<file path="src/rtl/sop_pkg.sv">
package sop_pkg;
  localparam int DATA_W    = 16;
  localparam int FLAG_W    = 4;
  localparam int OPC_W     = 3;
  localparam int PREFIX_W  = 6;
  localparam logic [PREFIX_W-1:0] GROUP_PREFIX = 6'b000100;

  // status word bit positions used when restoring flags
  localparam int SR_C_POS = 0;
  localparam int SR_Z_POS = 1;
  localparam int SR_N_POS = 2;
  localparam int SR_V_POS = 8;

  // flag vector layout {V,N,Z,C}
  localparam int F_C = 0;
  localparam int F_Z = 1;
  localparam int F_N = 2;
  localparam int F_V = 3;

  typedef enum logic [OPC_W-1:0] {
    OP_RRC  = 3'd0,
    OP_SWPB = 3'd1,
    OP_RRA  = 3'd2,
    OP_SXT  = 3'd3,
    OP_PUSH = 3'd4,
    OP_CALL = 3'd5,
    OP_RETI = 3'd6,
    OP_NONE = 3'd7
  } sopOp_e;

  typedef struct packed {
    logic   aluLoad;
    logic   pushLoad;
    logic   callLoad;
    logic   retiStart;
    logic   popSr;
    logic   popPc;
    logic   illegal;
    logic   byteMode;
    sopOp_e op;
  } sopStrobe_t;
endpackage

</file>
<file path="src/rtl/sop_alu.sv">
module sop_alu
  import sop_pkg::*;
#(
  parameter int W = DATA_W
) (
  input  sopOp_e            op,
  input  logic              byteMode,
  input  logic [W-1:0]      operand,
  input  logic [FLAG_W-1:0] flagsIn,
  output logic [W-1:0]      res,
  output logic [FLAG_W-1:0] flagsOut
);
  localparam int HB = W / 2;

  logic msbIn;
  logic carryIn;
  logic updNZ;
  logic zeroRes;
  logic negRes;

  always_comb begin
    msbIn   = byteMode ? operand[HB-1] : operand[W-1];
    carryIn = flagsIn[F_C];
  end

  always_comb begin
    res      = operand;
    flagsOut = flagsIn;
    updNZ    = 1'b0;
    unique case (op)
      OP_RRA: begin
        if (byteMode) res = {{HB{1'b0}}, operand[HB-1], operand[HB-1:1]};
        else          res = {operand[W-1], operand[W-1:1]};
        flagsOut[F_C] = operand[0];
        flagsOut[F_V] = 1'b0;
        updNZ         = 1'b1;
      end
      OP_RRC: begin
        if (byteMode) res = {{HB{1'b0}}, carryIn, operand[HB-1:1]};
        else          res = {carryIn, operand[W-1:1]};
        flagsOut[F_C] = operand[0];
        flagsOut[F_V] = carryIn & ~msbIn;
        updNZ         = 1'b1;
      end
      OP_SWPB: begin
        res = {operand[HB-1:0], operand[W-1:HB]};
      end
      OP_SXT: begin
        res = {{HB{operand[HB-1]}}, operand[HB-1:0]};
        flagsOut[F_V] = 1'b0;
        updNZ         = 1'b1;
      end
      default: begin
        res = operand;
      end
    endcase
    negRes  = byteMode ? res[HB-1] : res[W-1];
    zeroRes = byteMode ? (res[HB-1:0] == '0) : (res == '0);
    if (updNZ) begin
      flagsOut[F_N] = negRes;
      flagsOut[F_Z] = zeroRes;
      if (op == OP_SXT) flagsOut[F_C] = ~zeroRes;
    end
  end
endmodule

</file>
<file path="src/rtl/sop_ctrl.sv">
module sop_ctrl
  import sop_pkg::*;
(
  input  logic             clk,
  input  logic             rstN,
  input  logic             start,
  input  logic [DATA_W-1:6] instrHi,
  output sopStrobe_t       strobe,
  output logic             busy
);
  typedef enum logic [1:0] {ST_IDLE, ST_POP_SR, ST_POP_PC} ctrlState_e;

  ctrlState_e state, stateNext;
  sopOp_e     opDec;
  logic       byteSel;
  logic       groupOk;
  logic       legal;

  always_comb begin
    groupOk = (instrHi[DATA_W-1 -: PREFIX_W] == GROUP_PREFIX);
    opDec   = sopOp_e'(instrHi[9:7]);
    byteSel = instrHi[6];
    legal   = groupOk && (opDec != OP_NONE) &&
              !(byteSel && (opDec inside {OP_SWPB, OP_SXT, OP_CALL, OP_RETI}));
  end

  always_comb begin
    strobe          = '0;
    strobe.op       = opDec;
    strobe.byteMode = byteSel;
    stateNext       = state;
    unique case (state)
      ST_IDLE: begin
        if (start) begin
          if (!legal) begin
            strobe.illegal = 1'b1;
          end else begin
            unique case (opDec)
              OP_PUSH: strobe.pushLoad = 1'b1;
              OP_CALL: strobe.callLoad = 1'b1;
              OP_RETI: begin
                strobe.retiStart = 1'b1;
                stateNext        = ST_POP_SR;
              end
              default: strobe.aluLoad = 1'b1;
            endcase
          end
        end
      end
      ST_POP_SR: begin
        strobe.popSr = 1'b1;
        stateNext    = ST_POP_PC;
      end
      ST_POP_PC: begin
        strobe.popPc = 1'b1;
        stateNext    = ST_IDLE;
      end
      default: stateNext = ST_IDLE;
    endcase
  end

  always_ff @(posedge clk or negedge rstN) begin
    if (!rstN) state <= ST_IDLE;
    else       state <= stateNext;
  end

  assign busy = (state != ST_IDLE);

  // status pop is always followed by the PC pop
  a_r8_sr_then_pc: assert property (@(posedge clk) disable iff (!rstN)
    (state == ST_POP_SR) |=> (state == ST_POP_PC));

  // at most one action strobe per cycle
  a_r9_single_action: assert property (@(posedge clk) disable iff (!rstN)
    $onehot0({strobe.aluLoad, strobe.pushLoad, strobe.callLoad, strobe.retiStart,
              strobe.popSr, strobe.popPc, strobe.illegal}));

  // a start while busy launches nothing
  a_r9_busy_blocks_start: assert property (@(posedge clk) disable iff (!rstN)
    busy |-> !(strobe.aluLoad || strobe.pushLoad || strobe.callLoad ||
               strobe.retiStart || strobe.illegal));
endmodule

</file>
<file path="src/rtl/sop_dp.sv">
module sop_dp
  import sop_pkg::*;
#(
  parameter int W = DATA_W
) (
  input  logic              clk,
  input  logic              rstN,
  input  sopStrobe_t        strobe,
  input  logic [W-1:0]      aluRes,
  input  logic [FLAG_W-1:0] aluFlags,
  input  logic [W-1:0]      operand,
  input  logic [FLAG_W-1:0] flagsIn,
  input  logic [W-1:0]      spIn,
  input  logic [W-1:0]      pcIn,
  input  logic [5:0]        dstIn,
  input  logic [W-1:0]      memRdata,
  output logic              done,
  output logic              illegal,
  output logic [W-1:0]      result,
  output logic              resultWe,
  output logic [5:0]        dstField,
  output logic [FLAG_W-1:0] flagsOut,
  output logic [W-1:0]      spOut,
  output logic [W-1:0]      pcOut,
  output logic              pcWe,
  output logic              memWe,
  output logic              memRe,
  output logic [W-1:0]      memAddr,
  output logic [W-1:0]      memWdata
);
  localparam int HB = W / 2;
  localparam logic [W-1:0] STEP = W'(W / 8);

  logic [W-1:0]      spDec;
  logic [W-1:0]      spInc;
  logic [W-1:0]      pushData;
  logic [FLAG_W-1:0] popFlags;

  always_comb begin
    spDec    = spIn - STEP;
    spInc    = spOut + STEP;
    pushData = strobe.byteMode ? {{HB{1'b0}}, operand[HB-1:0]} : operand;
    popFlags = '0;
    popFlags[F_V] = memRdata[SR_V_POS];
    popFlags[F_N] = memRdata[SR_N_POS];
    popFlags[F_Z] = memRdata[SR_Z_POS];
    popFlags[F_C] = memRdata[SR_C_POS];
  end

  always_ff @(posedge clk or negedge rstN) begin
    if (!rstN) begin
      done     <= 1'b0;
      illegal  <= 1'b0;
      result   <= '0;
      resultWe <= 1'b0;
      dstField <= '0;
      flagsOut <= '0;
      spOut    <= '0;
      pcOut    <= '0;
      pcWe     <= 1'b0;
      memWe    <= 1'b0;
      memRe    <= 1'b0;
      memAddr  <= '0;
      memWdata <= '0;
    end else begin
      done     <= 1'b0;
      illegal  <= 1'b0;
      resultWe <= 1'b0;
      pcWe     <= 1'b0;
      memWe    <= 1'b0;
      memRe    <= 1'b0;
      if (strobe.aluLoad) begin
        result   <= aluRes;
        resultWe <= 1'b1;
        dstField <= dstIn;
        flagsOut <= aluFlags;
        spOut    <= spIn;
        pcOut    <= pcIn;
        done     <= 1'b1;
      end
      if (strobe.pushLoad) begin
        dstField <= dstIn;
        flagsOut <= flagsIn;
        spOut    <= spDec;
        pcOut    <= pcIn;
        memAddr  <= spDec;
        memWdata <= pushData;
        memWe    <= 1'b1;
        done     <= 1'b1;
      end
      if (strobe.callLoad) begin
        dstField <= dstIn;
        flagsOut <= flagsIn;
        spOut    <= spDec;
        pcOut    <= operand;
        pcWe     <= 1'b1;
        memAddr  <= spDec;
        memWdata <= pcIn;
        memWe    <= 1'b1;
        done     <= 1'b1;
      end
      if (strobe.retiStart) begin
        dstField <= dstIn;
        flagsOut <= flagsIn;
        spOut    <= spIn;
        pcOut    <= pcIn;
        memAddr  <= spIn;
        memRe    <= 1'b1;
      end
      if (strobe.popSr) begin
        flagsOut <= popFlags;
        spOut    <= spInc;
        memAddr  <= spInc;
        memRe    <= 1'b1;
      end
      if (strobe.popPc) begin
        pcOut <= memRdata;
        spOut <= spInc;
        pcWe  <= 1'b1;
        done  <= 1'b1;
      end
      if (strobe.illegal) begin
        dstField <= dstIn;
        flagsOut <= flagsIn;
        spOut    <= spIn;
        pcOut    <= pcIn;
        illegal  <= 1'b1;
        done     <= 1'b1;
      end
    end
  end

  // an illegal completion carries no write or read strobe
  a_r1_illegal_quiet: assert property (@(posedge clk) disable iff (!rstN)
    illegal |-> (done && !resultWe && !pcWe && !memWe && !memRe));

  // a stack write always lands on the reported new SP
  a_r6_write_at_sp: assert property (@(posedge clk) disable iff (!rstN)
    memWe |-> (memAddr == spOut));

  // consecutive stack reads climb by one word
  a_r8_pop_advance: assert property (@(posedge clk) disable iff (!rstN)
    (memRe && $past(memRe)) |-> (memAddr == $past(memAddr) + STEP));

  // a write and a read never share a cycle
  a_r9_mem_exclusive: assert property (@(posedge clk) disable iff (!rstN)
    !(memWe && memRe));
endmodule

</file>
<file path="src/rtl/sop_unit.sv">
module sop_unit
  import sop_pkg::*;
(
  input  logic        clk,
  input  logic        rstN,
  input  logic        start,
  input  logic [15:0] instr,
  input  logic [15:0] operand,
  input  logic [3:0]  flagsIn,
  input  logic [15:0] spIn,
  input  logic [15:0] pcIn,
  input  logic [15:0] memRdata,
  output logic        busy,
  output logic        done,
  output logic        illegal,
  output logic [15:0] result,
  output logic        resultWe,
  output logic [5:0]  dstField,
  output logic [3:0]  flagsOut,
  output logic [15:0] spOut,
  output logic [15:0] pcOut,
  output logic        pcWe,
  output logic        memWe,
  output logic        memRe,
  output logic [15:0] memAddr,
  output logic [15:0] memWdata
);
  sopStrobe_t        strobe;
  logic [15:0]       aluRes;
  logic [FLAG_W-1:0] aluFlags;

  sop_ctrl u_ctrl (
    .clk     (clk),
    .rstN    (rstN),
    .start   (start),
    .instrHi (instr[15:6]),
    .strobe  (strobe),
    .busy    (busy)
  );

  sop_alu #(.W(DATA_W)) u_alu (
    .op       (strobe.op),
    .byteMode (strobe.byteMode),
    .operand  (operand),
    .flagsIn  (flagsIn),
    .res      (aluRes),
    .flagsOut (aluFlags)
  );

  sop_dp #(.W(DATA_W)) u_dp (
    .clk      (clk),
    .rstN     (rstN),
    .strobe   (strobe),
    .aluRes   (aluRes),
    .aluFlags (aluFlags),
    .operand  (operand),
    .flagsIn  (flagsIn),
    .spIn     (spIn),
    .pcIn     (pcIn),
    .dstIn    (instr[5:0]),
    .memRdata (memRdata),
    .done     (done),
    .illegal  (illegal),
    .result   (result),
    .resultWe (resultWe),
    .dstField (dstField),
    .flagsOut (flagsOut),
    .spOut    (spOut),
    .pcOut    (pcOut),
    .pcWe     (pcWe),
    .memWe    (memWe),
    .memRe    (memRe),
    .memAddr  (memAddr),
    .memWdata (memWdata)
  );
endmodule

</file>
<file path="config.mk">
export PLATFORM = sky130hd
export DESIGN_NAME = sop_unit
export DESIGN_NICKNAME = d
export VERILOG_FILES = /design/src/rtl/sop_pkg.sv /design/src/rtl/sop_alu.sv /design/src/rtl/sop_ctrl.sv /design/src/rtl/sop_dp.sv /design/src/rtl/sop_unit.sv
export SDC_FILE = /design/constraint.sdc
export NUM_CORES = 1
export LEC_CHECK = 0
export ABC_CLOCK_PERIOD_IN_PS = 2950
export BUFFER_PORTS_ARGS = -buffer_cell sky130_fd_sc_hd__buf_2
export CORE_MARGIN = 5
export CORE_UTILIZATION = 53
export DETAILED_ROUTE_END_ITERATION = 10
export GPL_TIMING_DRIVEN = 0
export PLACE_DENSITY = 0.81
export SYNTH_ARGS = -nofsm -noshare
export SYNTH_HDL_FRONTEND = slang
export SYNTH_HIERARCHICAL = 1
export SYNTH_SLANG_ARGS = --single-unit
</file>
<file path="constraint.sdc">
create_clock -name clk -period 2.95 [get_ports clk]
set_input_delay 0.295 -clock clk [delete_from_list [all_inputs] [get_ports clk]]
set_output_delay 0.295 -clock clk [all_outputs]
set_load 0.02 [all_outputs]
</file>
=== Word-level counts from Yosys, hierarchy flattened ===
Index checks and enable logic that the tools add are counted.

* Divide/modulo/power cells: 0
* Add/subtract/negate cells: 2
* Multiply operators: 0
* Bitwise operators: 3
* Equality and inequality tests: 13
* Reductions and logical operators: 21
* Shift operators: 0
* Mux-type cells: 70
* $lt $le $gt $ge: 0

{| class="wikitable"
|+ Operators with widths
! cell !! number
|-
| $mux 16 || 22
|-
| $pmux 16 s4 || 1
|-
| $mux 4 || 9
|-
| $mux 6 || 5
|-
| $mux 1 || 27
|-
| $add 16x2->16 const B || 1
|-
| $logic_not 16->1 || 1
|-
| $sub 16x2->16 const B || 1
|-
| $reduce_bool 6->1 || 2
|-
| $eq 3x3->1 const B || 3
|-
| $logic_not 8->1 || 1
|-
| $reduce_bool 4->1 || 2
|-
| $reduce_bool 7->1 || 1
|-
| $eq 3x2->1 const B || 2
|-
| $eq 6x3->1 const B || 1
|-
| $mux 2 || 3
|-
| $reduce_or 3->1 || 2
|-
| $reduce_bool 5->1 || 1
|-
| $ne 2x1->1 const B || 2
|-
| $pmux 2 s2 || 1
|-
| $reduce_bool 2->1 || 2
|-
| $reduce_or 2->1 || 2
|-
| $eq 3x1->1 const B || 1
|-
| $logic_and 1x1->1 || 3
|-
| other kinds (12) || 13
|}

* Bits in latches: 0
* Bits in read-only memories: 0
* Register bits after elaboration: 98
* Memories kept: 0
* Logic and storage cells: 123
* Memory bits (writable): 0

=== Depth between registers and ports, before layout ===
* Depth after elaboration: 15
* Mapped depth: 12
* Mapped depth without buffers: 9

=== By module ===
The synthesis kept the hierarchy.

{| class="wikitable"
|+ Modules (own cells, without submodules)
! module !! times used !! cells each !! area each (µm²)
|-
| sop_dp || 1 || 594 || 5454.0
|-
| sop_alu || 1 || 106 || 760.7
|-
| sop_ctrl || 1 || 26 || 230.2
|}

=== Worst setup path before layout ===
No wires, ideal clock.

* Kind: register -> register
* Start: reg u_ctrl.state[0]
* End: reg u_dp.spOut[6]
* Data arrival time: 2.211 ns
* Library setup time: 0.125 ns
* Data required time: 2.825 ns
* Setup slack: 0.614 ns
* Cell stages (with the launch flop): 12
* Period minus slack after synthesis: 2.336 ns
* Cells stage by stage: dfrtp_1 > nor3b_1 > nand3_2 > nor4b_1 > nor2_1 > buf_2 > inv_1 > buf_2 > nand3_1 > xor2_1 > o221ai_1 > mux2_2

{| class="wikitable"
|+ RTL lines
! what !! RTL line !! source
|-
| start, declared || sop_ctrl.sv:13 || <nowiki>ctrlState_e state, stateNext;</nowiki>
|-
| start signal, assigned || sop_ctrl.sv:64 || <nowiki>else state <= stateNext;</nowiki>
|-
| end signal, assigned || sop_dp.sv:77 || <nowiki>spOut <= spIn;</nowiki>
|-
| end signal, assigned || sop_dp.sv:84 || <nowiki>spOut <= spDec;</nowiki>
|-
| end signal, assigned || sop_dp.sv:94 || <nowiki>spOut <= spDec;</nowiki>
|-
| end, declared || sop_dp.sv:23 || <nowiki>output logic [W-1:0] spOut,</nowiki>
|}

==> flow_summary.ini <==
[run_status]
outcome = complete, no violations

[floorplan]
dieWidth_um = 120.3
initial_core_util_pct = 53.88
row_count = 40
dieArea_um2 = 14470
ios = 184
core_area_um2 = 11960
die_h_um = 120.3

[critical_path]
cp_max_fo = 10
startpoint_type = register
crit_path_end_kind = register
reg2reg_slack_ns = 0.20
arrival_ns = 2.99
critical_path_class = reg2reg
worst_ep_required_time_ns = 3.19
rr_worst_depth = 10
regToRegEndpoint = u_dp/spOut[14]
timing.rr.start = u_ctrl/state[0]

[sta]
finalSetupViolCount = 0
period_needed_ns = 2.750
max_clock_freq_mhz = 363.6
drv_slew = 0
maxSlewHeadroom_pct = 57.21
rsz0062_at_grt = no
whs_ns = 0.1658
fin_tns_setup_ns = 0
fin_worst_skew_ns = 0.009231
period_share_pct = 93.22
hold_viol_final = 0
worst-slew-pin-transition_ns = 0.6418

[routing]
wl_per_cell_um = 20.01
viasPerCell = 6.249
drtIter0Drc = 730
dr.pass1.iters = 5
vias = 6705
drc = 0
ant_nets = 0
drt-total-wl_mm = 21.47

[placement]
dp.cells = 1054
port_buffers = 180
postPlaceCellArea_um2 = 7560
dp_hpwl_mm = 16.03
routabilityCongestion = 0.9723

[grt]
grt_pass1_vias = 6315
antenna_found_initial = 0
grt_pass1_wl_mm = 33.71
grt_max_degree = 59
grt_usage_pct = 29.25
grt-ovfl-total = 0

[cts]
cts_sinks = 98
insertion_delay_ns = 0.36
cts_tree = yes
root_buffer = clkbuf_16
htreeDepth = 3
clkTransAtPathRegs_ns = 0.07
cts.path.max_buffers = 2
cts_buffers = 9

[logic_synthesis]
syn_nets = 815
ys_ff_latch = 98
synth_edf_count = 0
ys_types = 75
yosysWarnings = 6
syn_area_um2 = 6445
yosysTopAreaCell = dfrtp_1
ys_top_cells_by_area = dfrtp_1, o21ai_0, mux2_2, nand2_1, a21oi_1
synth-async-reset-ratio_pct = 100.0
synth_common_cells = dfrtp_1, nand2_1, o21ai_0
synth.top_cell.area_share_pct = 38.05
ys_seq_area_share_pct = 38.05
synthCells = 726
yosysMostFrequentCell = dfrtp_1
ys.flop_type = dfrtp_1
synth.avg_cell_area_um2 = 8.877

[hold_path]
min_from = pcIn[7]
min_path_type = in2reg
min_path_cells = 3
min_to = u_dp/memWdata[7]

[power]
cellPowerDensity_nw_per_um2 = 451.9
vdd.ir_drop.worst_mv = 0.3170
leakagePower_nw = 3.518
p_total_w = 0.003578

[cells_and_area]
multi_input_area_um2 = 3650
num_antenna_cells = 0
instances_no_fill = 1073
fin_area_um2 = 7918
drive_above_1_share_pct = 31.43
syn2layout_area_growth_pct = 22.85
fillerInstances = 1048
fin_nets = 1010
regArea_um2 = 2452

[flow_run]
cap_viol_max_count = 0
==> repair_timing <==
item                                    4_1_cts  5_1_grt
gates resized for setup                       2        2
endpoints found under the setup margin       10       49
pin swaps                                     0        0
setup buffers                                 0        2
hold endpoints to repair                     40        0
hold buffers                                  1        0
==> power breakdown <==
part / internal [W] / switching [W] / total [W]
logic: 0.000299 / 0.000498 / 0.000797
clock network: 0.000675 / 0.000574 / 0.00125
registers: 0.00145 / 0.0000864 / 0.00153
==> critical path, stage by stage, from the launching register on <==
cell and delay, ns:
dfrtp_1 0.43, nor3b_2 0.23, nand3_2 0.16, nor4_1 0.26, buf_2 0.36, nor3_2 0.11
nand3_1 0.19, clkbuf_1 0.45, o21ai_0 0.20, a21oi_1 0.17, o21ai_1 0.08
==> metrics by stage <==
step / utilization (%) / setup WS, ns
global placement: 62.95 / 0.01460
floorplan: - / 0.6139
finish: 66.19 / 0.2001
global route: 66.19 / 0.02287
CTS: 65.97 / 0.05734
detailed placement: 63.20 / -0.008446
==> cells in the final DEF (no fill, tap or decap), types with 5 or more instances in the layout <==
cell	instances
clkbuf_1	23
mux2i_1	25
mux2_2	25
buf_4	12
nand4_1	10
nand2_1	75
a22oi_1	18
nand3_1	9
or4b_1	6
clkbuf_16	9
o221a_2	7
xor2_1	12
xnor2_1	16
nor2_1	62
nor2b_1	17
a211oi_1	5
inv_1	17
o21ai_0	67
nand2b_1	14
nand3b_1	5
buf_2	199
dfrtp_1	98
buf_1	5
o22ai_1	10
nor4_1	5
a221oi_1	5
o221ai_1	8
nor3_1	10
a21oi_1	50
a31oi_1	6
or2_2	5
==> cell families after synthesis <==
group	after synthesis	share of synthesized area, %
mux	53	8.775
fa+ha+maj	2	0.3882
buf+inv	77	5.688
simple gates	254	21.55
flops	98	38.05
xor+xnor	28	3.805
compound gates	214	21.74
==> registers in the layout, indices dropped and copies added (netlist names), 2 cells and up <==
| signal | cells |
|---|---|
| u_ctrl/state | 2 |
| u_dp/memAddr | 16 |
| u_dp/memWdata | 16 |
| u_dp/dstField | 6 |
| u_dp/result | 16 |
| u_dp/pcOut | 16 |
| u_dp/spOut | 16 |
| u_dp/flagsOut | 4 |
==> cell type report <==
cell class                      instances  share of cell area [%]
Sequential cell                        98                   30.97
Buffer                                 60                   3.824
Timing Repair Buffer                  184                   12.07
Inverter                               17                  0.8059
Multi-Input combinational cell        551                   46.10
Clock inverter                          7                   1.059
Tap cell                              147                   2.323
Clock buffer                            9                   2.845
==> per-layer routing <==
metal,routed length (um),vias up,track usage [%]
met1,8772,3216,38.79
li1,-,3031,-
met3,1937,47,4.443
met2,10140,411,48.16
met5,0,-,0
met4,619,0,11.83
==> worst max-delay path by stage <==
stage	cells after the start	endpoint	slack (ns)	startpoint
global placement	10	u_dp/memAddr[8]	0.01	instr[11]
global route	9	u_dp/memAddr[15]	0.02	u_ctrl/state[0]
floorplan	11	u_dp/spOut[6]	0.61	u_ctrl/state[0]
detailed placement	11	u_dp/pcOut[15]	-0.008	instr[11]
CTS	10	u_dp/spOut[12]	0.06	u_ctrl/state[0]
finish	10	u_dp/spOut[14]	0.20	u_ctrl/state[0]
(Power assumes the default switching activity.)
